[config.mk]
export PLATFORM = sky130hd
export DESIGN_NAME = coh_dir_entry
export DESIGN_NICKNAME = d
export VERILOG_FILES = /design/src/rtl/coh_dir_pkg.sv /design/src/rtl/coh_dir_decide.sv /design/src/rtl/coh_dir_ack_track.sv /design/src/rtl/coh_dir_msg_reg.sv /design/src/rtl/coh_dir_entry.sv
export SDC_FILE = /design/constraint.sdc
export NUM_CORES = 1
export LEC_CHECK = 0
export ABC_AREA = 1
export CORE_UTILIZATION = 50
export CTS_BUF_LIST = sky130_fd_sc_hd__clkbuf_8
export DETAILED_ROUTE_END_ITERATION = 12
export PLACE_DENSITY = 0.87
export SYNTH_ARGS = -nofsm -noshare
export SYNTH_HDL_FRONTEND = slang
export SYNTH_HIERARCHICAL = 1
export SYNTH_SLANG_ARGS = --single-unit
[constraint.sdc]
create_clock -name clk_i -period 1.9 [get_ports clk_i]
set_input_delay 0.285 -clock clk_i [delete_from_list [all_inputs] [get_ports clk_i]]
set_output_delay 0.285 -clock clk_i [all_outputs]
set_load 0.01 [all_outputs]
[src/rtl/coh_dir_pkg.sv]
package coh_dir_pkg;
  typedef enum logic [1:0] {
    DIR_UNCACHED = 2'd0,
    DIR_SHARED   = 2'd1,
    DIR_EXCL     = 2'd2
  } dir_state_e;

  typedef enum logic [1:0] {
    REQ_READ  = 2'd0,
    REQ_WRITE = 2'd1,
    REQ_WB    = 2'd2,
    REQ_NOP   = 2'd3
  } req_kind_e;

  typedef enum logic [2:0] {
    MSG_INVAL     = 3'd0,
    MSG_FETCH     = 3'd1,
    MSG_FETCH_INV = 3'd2,
    MSG_DATA      = 3'd3,
    MSG_WB_ACK    = 3'd4
  } msg_kind_e;
endpackage

[src/rtl/coh_dir_decide.sv]
module coh_dir_decide
  import coh_dir_pkg::*;
#(
  parameter int N_PROC = 4
) (
  input  dir_state_e        st_i,
  input  logic              dirty_i,
  input  logic [N_PROC-1:0] pres_i,
  input  req_kind_e         kind_i,
  input  logic [N_PROC-1:0] src_oh_i,
  output logic              wait_o,
  output logic [N_PROC-1:0] wait_mask_o,
  output logic              msg_en_o,
  output msg_kind_e         msg_kind_o,
  output logic [N_PROC-1:0] msg_dest_o,
  output dir_state_e        nxt_st_o,
  output logic              nxt_dirty_o,
  output logic [N_PROC-1:0] nxt_pres_o
);
  logic [N_PROC-1:0] others;
  assign others = pres_i & ~src_oh_i;

  always_comb begin
    wait_o      = 1'b0;
    wait_mask_o = '0;
    msg_en_o    = 1'b0;
    msg_kind_o  = MSG_DATA;
    msg_dest_o  = src_oh_i;
    nxt_st_o    = st_i;
    nxt_dirty_o = dirty_i;
    nxt_pres_o  = pres_i;
    unique case (kind_i)
      REQ_READ: begin
        msg_en_o = 1'b1;
        if (st_i == DIR_EXCL && others != '0) begin
          wait_o      = 1'b1;
          wait_mask_o = others;
          msg_kind_o  = MSG_FETCH;
          msg_dest_o  = others;
        end else if (st_i != DIR_EXCL) begin
          nxt_st_o    = DIR_SHARED;
          nxt_dirty_o = 1'b0;
          nxt_pres_o  = pres_i | src_oh_i;
        end
      end
      REQ_WRITE: begin
        msg_en_o = 1'b1;
        if (others != '0) begin
          wait_o      = 1'b1;
          wait_mask_o = others;
          msg_kind_o  = (st_i == DIR_EXCL) ? MSG_FETCH_INV : MSG_INVAL;
          msg_dest_o  = others;
        end else begin
          nxt_st_o    = DIR_EXCL;
          nxt_dirty_o = 1'b1;
          nxt_pres_o  = src_oh_i;
        end
      end
      REQ_WB: begin
        msg_en_o   = 1'b1;
        msg_kind_o = MSG_WB_ACK;
        if (st_i == DIR_EXCL && pres_i == src_oh_i) begin
          nxt_st_o    = DIR_UNCACHED;
          nxt_dirty_o = 1'b0;
          nxt_pres_o  = '0;
        end
      end
      default: ;
    endcase
  end
endmodule

[src/rtl/coh_dir_ack_track.sv]
module coh_dir_ack_track #(
  parameter int N_PROC = 4
) (
  input  logic              clk_i,
  input  logic              rst_ni,
  input  logic              start_i,
  input  logic [N_PROC-1:0] mask_i,
  input  logic              is_write_i,
  input  logic [N_PROC-1:0] src_oh_i,
  input  logic              rsp_valid_i,
  input  logic [N_PROC-1:0] rsp_oh_i,
  output logic              busy_o,
  output logic              done_o,
  output logic              is_write_o,
  output logic [N_PROC-1:0] src_oh_o
);
  logic [N_PROC-1:0] pend_q, clr, left;

  assign clr    = rsp_valid_i ? (rsp_oh_i & pend_q) : '0;
  assign left   = pend_q & ~clr;
  assign busy_o = |pend_q;
  assign done_o = busy_o && (left == '0);

  always_ff @(posedge clk_i or negedge rst_ni) begin
    if (!rst_ni) begin
      pend_q     <= '0;
      is_write_o <= 1'b0;
      src_oh_o   <= '0;
    end else if (start_i) begin
      pend_q     <= mask_i;
      is_write_o <= is_write_i;
      src_oh_o   <= src_oh_i;
    end else begin
      pend_q <= left;
    end
  end

  assert_no_start_busy_R8: assert property (@(posedge clk_i) disable iff (!rst_ni)
    start_i |-> !busy_o);
  assert_done_frees_R8: assert property (@(posedge clk_i) disable iff (!rst_ni)
    done_o |=> !busy_o);
  assert_stray_rsp_R8: assert property (@(posedge clk_i) disable iff (!rst_ni)
    (busy_o && !start_i && (clr == '0)) |=> $stable(pend_q));
endmodule

[src/rtl/coh_dir_msg_reg.sv]
module coh_dir_msg_reg
  import coh_dir_pkg::*;
#(
  parameter int N_PROC = 4
) (
  input  logic              clk_i,
  input  logic              rst_ni,
  input  logic              en_i,
  input  msg_kind_e         kind_i,
  input  logic [N_PROC-1:0] dest_i,
  output logic              valid_o,
  output msg_kind_e         kind_o,
  output logic [N_PROC-1:0] dest_o
);
  always_ff @(posedge clk_i or negedge rst_ni) begin
    if (!rst_ni) begin
      valid_o <= 1'b0;
      kind_o  <= MSG_DATA;
      dest_o  <= '0;
    end else begin
      valid_o <= en_i;
      if (en_i) begin
        kind_o <= kind_i;
        dest_o <= dest_i;
      end
    end
  end

  assert_single_dest_R10: assert property (@(posedge clk_i) disable iff (!rst_ni)
    (valid_o && kind_o != MSG_INVAL) |-> ($countones(dest_o) == 1));
  assert_inval_nonempty_R4: assert property (@(posedge clk_i) disable iff (!rst_ni)
    (valid_o && kind_o == MSG_INVAL) |-> (dest_o != '0));
endmodule

[src/rtl/coh_dir_entry.sv]
module coh_dir_entry
  import coh_dir_pkg::*;
#(
  parameter int N_PROC = 4,
  parameter int ID_W   = $clog2(N_PROC)
) (
  input  logic              clk_i,
  input  logic              rst_ni,
  input  logic              req_valid_i,
  output logic              req_ready_o,
  input  logic [1:0]        req_kind_i,
  input  logic [ID_W-1:0]   req_src_i,
  input  logic              rsp_valid_i,
  input  logic [ID_W-1:0]   rsp_src_i,
  output logic              msg_valid_o,
  output logic [2:0]        msg_kind_o,
  output logic [N_PROC-1:0] msg_dest_o,
  output logic [1:0]        dir_state_o,
  output logic              dir_dirty_o,
  output logic [N_PROC-1:0] dir_presence_o
);
  localparam logic [N_PROC-1:0] ONE = {{(N_PROC-1){1'b0}}, 1'b1};

  dir_state_e        st_q, st_d, dc_st;
  logic              dirty_q, dirty_d, dc_dirty;
  logic [N_PROC-1:0] pres_q, pres_d, dc_pres;
  logic [N_PROC-1:0] src_oh, rsp_oh, dc_mask, dc_dest, trk_src, out_dest, mo_dest;
  logic              accept, dc_wait, dc_msg_en, busy, done, trk_write, out_en;
  msg_kind_e         dc_kind, out_kind, mo_kind;
  req_kind_e         kind;

  assign kind        = req_kind_e'(req_kind_i);
  assign src_oh      = ONE << req_src_i;
  assign rsp_oh      = ONE << rsp_src_i;
  assign req_ready_o = !busy;
  assign accept      = req_valid_i && req_ready_o;

  coh_dir_decide #(.N_PROC(N_PROC)) u_decide (
    .st_i(st_q), .dirty_i(dirty_q), .pres_i(pres_q), .kind_i(kind), .src_oh_i(src_oh),
    .wait_o(dc_wait), .wait_mask_o(dc_mask), .msg_en_o(dc_msg_en), .msg_kind_o(dc_kind),
    .msg_dest_o(dc_dest), .nxt_st_o(dc_st), .nxt_dirty_o(dc_dirty), .nxt_pres_o(dc_pres)
  );

  coh_dir_ack_track #(.N_PROC(N_PROC)) u_track (
    .clk_i(clk_i), .rst_ni(rst_ni), .start_i(accept && dc_wait), .mask_i(dc_mask),
    .is_write_i(kind == REQ_WRITE), .src_oh_i(src_oh), .rsp_valid_i(rsp_valid_i),
    .rsp_oh_i(rsp_oh), .busy_o(busy), .done_o(done), .is_write_o(trk_write),
    .src_oh_o(trk_src)
  );

  always_comb begin
    st_d     = st_q;
    dirty_d  = dirty_q;
    pres_d   = pres_q;
    out_en   = 1'b0;
    out_kind = MSG_DATA;
    out_dest = trk_src;
    if (done) begin
      out_en = 1'b1;
      if (trk_write) begin
        st_d    = DIR_EXCL;
        dirty_d = 1'b1;
        pres_d  = trk_src;
      end else begin
        st_d    = DIR_SHARED;
        dirty_d = 1'b0;
        pres_d  = pres_q | trk_src;
      end
    end else if (accept) begin
      out_en   = dc_msg_en;
      out_kind = dc_kind;
      out_dest = dc_dest;
      if (!dc_wait) begin
        st_d    = dc_st;
        dirty_d = dc_dirty;
        pres_d  = dc_pres;
      end
    end
  end

  always_ff @(posedge clk_i or negedge rst_ni) begin
    if (!rst_ni) begin
      st_q    <= DIR_UNCACHED;
      dirty_q <= 1'b0;
      pres_q  <= '0;
    end else begin
      st_q    <= st_d;
      dirty_q <= dirty_d;
      pres_q  <= pres_d;
    end
  end

  coh_dir_msg_reg #(.N_PROC(N_PROC)) u_msg (
    .clk_i(clk_i), .rst_ni(rst_ni), .en_i(out_en), .kind_i(out_kind), .dest_i(out_dest),
    .valid_o(msg_valid_o), .kind_o(mo_kind), .dest_o(mo_dest)
  );

  assign msg_kind_o     = mo_kind;
  assign msg_dest_o     = mo_dest;
  assign dir_state_o    = st_q;
  assign dir_dirty_o    = dirty_q;
  assign dir_presence_o = pres_q;

  assert_uncached_clean_R10: assert property (@(posedge clk_i) disable iff (!rst_ni)
    (st_q == DIR_UNCACHED) |-> (pres_q == '0 && !dirty_q));
  assert_shared_clean_R10: assert property (@(posedge clk_i) disable iff (!rst_ni)
    (st_q == DIR_SHARED) |-> (pres_q != '0 && !dirty_q));
  assert_excl_single_R10: assert property (@(posedge clk_i) disable iff (!rst_ni)
    (st_q == DIR_EXCL) |-> (dirty_q && $countones(pres_q) == 1));
  assert_wait_frozen_R8: assert property (@(posedge clk_i) disable iff (!rst_ni)
    (busy && !done) |=> ($stable(st_q) && $stable(pres_q) && $stable(dirty_q)));
  assert_inv_skips_req_R4: assert property (@(posedge clk_i) disable iff (!rst_ni)
    (busy && msg_valid_o && mo_kind == MSG_INVAL) |-> ((mo_dest & trk_src) == '0));
  assert_reply_after_done_R5: assert property (@(posedge clk_i) disable iff (!rst_ni)
    done |=> (msg_valid_o && mo_kind == MSG_DATA && mo_dest == $past(trk_src)));
  assert_nop_silent_R9: assert property (@(posedge clk_i) disable iff (!rst_ni)
    (accept && kind == REQ_NOP) |=> (!msg_valid_o && $stable(st_q) && $stable(pres_q)));
endmodule

# After elaboration in Yosys (flattened, before gate mapping)
# Cells that the tools add are included.
[totals]
regBits = 24
input_bits = 10
wordCells = 91
[op_classes]
eq_ne = 10
shifts = 2
n_mux = 49
bitwise_logic = 7
n_reduce_logical = 14
[op_table]
columns = ["cell", "count"]
rows = [
  ["2-to-1 mux 4 bit", 16],
  ["2-to-1 mux 2 bit", 10],
  ["case mux 4 bit (2 select lines)", 2],
  ["2-to-1 mux 1 bit", 13],
  ["AND 4 bit", 3],
  ["case mux 4 bit (3 select lines)", 1],
  ["2-to-1 mux 3 bit", 3],
  ["case mux 3 bit (3 select lines)", 1],
  ["NOT 4 bit", 2],
  ["OR 4 bit", 2],
  ["nonzero test 4 bit", 2],
  ["left shift 1 x 2 -> 4 bit (first input constant)", 2],
  ["AND reduction 7 bit", 1],
  ["inequality test 3 x 2 -> 1 bit (second input constant)", 2],
  ["inequality test 3 bit (second input constant)", 2],
  ["case mux 2 bit (3 select lines)", 1],
  ["logical AND 1 bit", 5],
  ["equality test 2 bit (second input constant)", 2],
  ["equality test 4 bit", 1],
  ["logical NOT 4 bit", 1],
  ["OR reduction 4 bit", 1],
  ["case mux 1 bit (3 select lines)", 1],
  ["OR reduction 3 bit", 1],
  ["equality test 2 x 1 -> 1 bit (second input constant)", 1],
  ["6 further kinds", 6],
]

# Depth between registers and ports, before layout
[logic_depth]
depth_word = 10
depth_mapped = 15

# By module
# Netlist, hierarchy kept.
[by_module_without_submodules]
columns = ["module", "n_inst", "cells_per_inst", "area_each_um2", "seq_area_each_um2"]
rows = [
  ["coh_dir_decide", 1, 131, 720.7, 0.0],
  ["coh_dir_entry", 1, 92, 583.1, 175.2],
  ["coh_dir_ack_track", 1, 37, 389.1, 225.2],
  ["coh_dir_msg_reg", 1, 31, 296.5, 202.7],
]

# Worst setup path before layout
# No wires, ideal clock.
[synth_timing]
kind = "register to register"
startpoint = "register pres_q[3] (netlist: dir_presence_o[3])"
endpoint = "register u_track.src_oh_o[1]"
setup_time_ps = 125
arrival_ps = 1903
required_time_ps = 1775
slack_ps = -128
stages_incl_launch_ff = 11
n_path_buf = 2
period_less_slack_ps = 2028
path_cell_list = "dfrtp_1 > ha_1 > nor2_4 > nand2_4 > buf_6 > nand2_2 > inv_1 > inv_1 > nor2_1 > buf_6 > mux2_4"
[synth_via]
elab_chain_cells = 6
elab_cells_between_ends = 7
classes_between = "3 x mux; 1 x bitwise; 3 x reduce/logical"
[synth_lines]
columns = ["item", "line_no", "source"]
rows = [
  ["start: declaration", "coh_dir_entry.sv:26", "logic [N_PROC-1:0] pres_q, pres_d, dc_pres;"],
  ["start signal: assignment", "coh_dir_entry.sv:89", "pres_q <= pres_d;"],
  ["AND 4 bit (*)", "coh_dir_decide.sv:21", "assign others = pres_i & ~src_oh_i;"],
  ["nonzero test 4 bit (*)", "coh_dir_decide.sv:35, coh_dir_decide.sv:48", ""],
  ["logical AND 1 bit", "coh_dir_decide.sv:35", "if (st_i == DIR_EXCL && others != '0) begin"],
  ["2-to-1 mux 1 bit", "coh_dir_decide.sv:35", ""],
  ["case mux 1 bit (2 select lines) (*)", "coh_dir_decide.sv:32", "unique case (kind_i)"],
  ["named net dc_wait", "coh_dir_entry.sv:28", "logic accept, dc_wait, dc_msg_en, busy, done, trk_write, out_en;"],
  ["logical AND 1 bit (*)", "coh_dir_entry.sv:45", ".clk_i(clk_i), .rst_ni(rst_ni), .start_i(accept && dc_wait), .mask_i(dc_mask),"],
  ["end signal: assignment", "coh_dir_ack_track.sv:32", "src_oh_o <= src_oh_i;"],
  ["end: declaration", "coh_dir_ack_track.sv:15", "output logic [N_PROC-1:0] src_oh_o"],
]
# Mark *: on every way through the listed nets, which the timed path passes. The rest lies on a longest branch.
# A chain may end at the register's enable or synchronous reset.

# Final worst setup path
[layout_timing]
startpoint = "register pres_q[1] (netlist: dir_presence_o[1])"
endpoint = "register u_msg.dest_o[1]"
[layout_via]
elab_chain_cells = 7
elab_cells_between_ends = 8
classes_between = "5 x mux; 1 x bitwise; 2 x reduce/logical"
[layout_lines]
columns = ["item", "line_no", "source"]
rows = [
  ["AND 4 bit (*)", "coh_dir_decide.sv:21", ""],
  ["nonzero test 4 bit", "coh_dir_decide.sv:35, coh_dir_decide.sv:48", ""],
  ["logical AND 1 bit", "coh_dir_decide.sv:35", ""],
  ["2-to-1 mux 4 bit", "coh_dir_decide.sv:35", ""],
  ["case mux 4 bit (2 select lines) (*)", "coh_dir_decide.sv:32", ""],
  ["named net dc_dest[1]", "coh_dir_entry.sv:27", "logic [N_PROC-1:0] src_oh, rsp_oh, dc_mask, dc_dest, trk_src, out_dest, mo_dest;"],
  ["2-to-1 mux 4 bit (*)", "coh_dir_entry.sv:69", "end else if (accept) begin"],
  ["2-to-1 mux 4 bit (*)", "coh_dir_entry.sv:58", "if (done) begin"],
  ["named net out_dest[1]", "coh_dir_entry.sv:27", ""],
  ["end signal: assignment", "coh_dir_msg_reg.sv:24", "dest_o <= dest_i;"],
  ["end: declaration", "coh_dir_msg_reg.sv:13", "output logic [N_PROC-1:0] dest_o"],
]
# Marked as above.

==> metrics.md <==
| Metric | Value |
|---|---|
| Status | `finished, final reports clean` |
| H-tree depth | `1` |
| Die width | `approximately 65 µm` |
| Mean post-synth cell area | `between 6 and 7 µm²` |
| Initial antenna violation count | `0` |
| CTS tree | `done` |
| Final WS setup | `approximately 42 ps` |
| Synth top area cells | `dfrtp_1 28%, nand2_1 20%, nand3_1 8.6%, ha_1 5.7%, inv_1 5.5%` |
| HP Class | `input pin to async pin` |
| Largest net degree at the start of global routing | `25` |
| Core region area | `~3700 µm²` |
| Netlist Area Pre-Place | `just under 2000 µm²` |
| First-pass GRT wire length | `9050 µm` |
| Vias per inst | `5.30` |
| Design Area, Final | `~2700 µm²` |
| Tot GR Track Use | `between 20% and 30%` |
| Required @ worst endpoint | `2070 ps` |
| Slowest stage delay, CP | `~450 ps` |
| CP most frequent cell | `nand2_1` |
| Later-pin clock latency in the skew report | `about 270 ps` |
| Clk slew on worst S/H paths | `80 ps` |
| DRT iter0 DRCs | `170` |
| Setup CP Type | `flip-flop to flip-flop` |
| Placed instance count | `~400` |
| Row count | `22` |
| Port Buf Inserts | `25` |
| Max Cap Viol | `0` |
| Tightest Pin Transition | `roughly 300 ps` |
| Post-DP Area | `2540 µm²` |
| Number of synthesized flops with an enable pin | `0` |
| Worst path cell trace | `buf_4 > ha_4 > nor2_4 > nand2_4 > nand2_2 > buf_4 > nand2_1 > nand2_1 > nand2_1 > nand2_1 > o21ai_0 > nand2_1 > nand2_1` |
| Synth top area share | `about 28%` |
| Slew Viols, Final | `0` |
| WP depth | `13` |
| Post-layout util | `72.6%` |
| Final setup fails | `0` |
| CP delay by family, top | `simple AND/OR/NAND/NOR gates` |
| Post-synth top cells | `108 x nand2_1, 34 x nand3_1, 29 x inv_1` |
| Number of buffers and inverters on the critical path | `2` |
| Setup Skew | `around 3.2 ps` |
| Clock tree buffer depth | `2` |
| Clk sinks | `24` |
| Crit path launch type | `flip-flop` |
| Most numerous cell in the Yosys netlist | `nand2_1` |
| Min Tclk post-route | `~1900 ps` |
| Share of cells above drive strength 1 | `a little under a third` |
| Effective utilization at floorplan | `53.1%` |
| Synth warn | `6` |
| Hold slack | `around 360 ps` |
| Critical path's slowest cell | `dfrtp_1` |
| Drt wl/cell | `13.9 µm` |
| Area growth syn-to-layout | `36.7%` |
| Dpl hpwl | `roughly 4300 µm` |
| Slew headroom | `between 70% and 80%` |
| Gpl congestion | `between 0.9 and 1` |
| Detail Route Antenna Nets | `0` |
| Overflow after GRT | `0` |
| Clk root buf | `clkbuf_8` |
| Synth cell types | `28` |
| Max Clock Freq | `around 540 MHz` |
| Syn Inst Count | `291` |
| Final period util | `~98%` |
| Yosys reg bits | `24` |
| Vias in the first global route | `1994` |
| Fraction of registers with async set/reset | `100%` |
| CTS buffer count | `3` |
| Critical Path End Type | `flip-flop` |
| Post-Layout Cell Count | `409` |
| Worst-case vdd ir drop | `between 600 and 700 µV` |
| Worst-case reg-to-reg path depth | `13` |
| DRC | `0` |
| Worst Path Max Fanout | `6` |
| Post-layout net count | `roughly 380` |
| Register area share after synthesis | `slightly above 30%` |
| P_leak | `between 1 and 1.5 nW` |
| Primary FF master, synth | `dfrtp_1` |
| Pwr Density | `1320 nW/µm²` |
| Die height | `~65 µm` |
| Final Hold Violating Endpoints | `0` |
| Num ports | `26` |
| DRT Wirelength | `between 5000 and 6000 µm` |
| DIE AREA | `between 4000 and 5000 µm²` |
| Initial DRT Pass Iterations | `5` |
| Vias | `around 2200` |
| Pre-CTS setup slack | `-496 ps` |
| Worst Path Arrival | `2030 ps` |
| Diodes inserted | `0` |
| Total chip power | `3.58 mW` |
| Area leader, netlist | `dfrtp_1` |
| Syn_nets | `310` |
| Setup TNS | `0 ps` |
## power breakdown
group | internal [mW] | leakage (nW) | switching (mW)
Combinational | 1.07 | 1.06 | 1.28
Clock | 0.185 | 0.0288 | 0.166
Sequential | 0.720 | 0.306 | 0.157
## kinds of logic (layout without fill, tap and decap cells)
kind of cell             after synthesis  after routing  share of synthesized area (%)
buffers and inverters                 46            116                           11.1
multiplexers                           5              5                           3.21
AND/OR/NAND/NOR                      193            193                           45.7
AO/OA/AOI/OAI                         14             14                           4.03
adder cells (fa/ha/maj)                9              9                           5.66
flip-flops                            24             24                           30.3
## registers in the layout (all words and copies together) (netlist names)
register and cells:
dir_dirty_o 1, dir_presence_o 4, dir_state_o 2, u_msg/dest_o 4
u_msg/kind_o 3, u_msg/valid_o 1, u_track/is_write_o 1, u_track/pend_q 4
u_track/src_oh_o 4
## metal layers
| layer | vias to the layer above | share of wire [%] | global-route usage [%] |
|---|---|---|---|
| met5 | - | 0 | 0 |
| li1 | 1049 | - | - |
| met1 | 971 | 41 | 35.2 |
| met2 | 121 | 47 | 46.1 |
| met3 | 25 | 7.2 | 4.58 |
| met4 | 0 | 4.3 | 14.7 |
## cells in the final DEF (no fill, tap or decap), types with 2 or more instances in the layout
master,n
nand2_1,108
buf_4,46
nand3_1,31
inv_1,24
clkdlybuf4s50_1,23
dfrtp_1,19
inv_2,16
nor2_1,14
nor2_2,9
o21ai_0,6
nor2_4,6
ha_1,6
nand3_2,5
nand2_2,5
nand4_1,5
clkbuf_8,4
or2_1,3
or2_0,3
dfrtp_2,3
o21ai_1,3
ha_4,3
mux2_2,3
nand2_4,2
o21ai_2,2
dfstp_2,2
mux2_4,2
## cell type report
type / count / area [µm²]
fillers: 288 / 1020
inverters: 40 / 150
clock buffers: 4 / 55.1
multi-input cells: 221 / 1240
well taps: 48 / 60.1
repair buffers: 72 / 602
flip-flops and latches: 24 / 607
## path summary, 6_finish.rpt
check	from	end	slack, ps
max reg2reg	dir_presence_o[1]$_DFFE_PN0P_	u_msg/dest_o[1]$_DFFE_PN0P_	40
max in group asynchronous	rst_ni	u_msg/kind_o[0]$_DFFE_PN1P_	1250
min reg2reg	u_msg/kind_o[0]$_DFFE_PN1P_	u_msg/kind_o[0]$_DFFE_PN1P_	460
max	dir_presence_o[1]$_DFFE_PN0P_	u_msg/dest_o[1]$_DFFE_PN0P_	40
min in group clk_i	u_msg/kind_o[0]$_DFFE_PN1P_	u_msg/kind_o[0]$_DFFE_PN1P_	460
min	rst_ni	dir_state_o[0]$_DFFE_PN0P_	360
## what timing repair did
item,4_1_cts,5_1_grt
resized for setup,3,22
setup endpoints to repair,21,21
setup buffers,0,8
hold buffers,0,0
pin swaps,2,8
No activity file was read; power rests on OpenSTA's default activity.
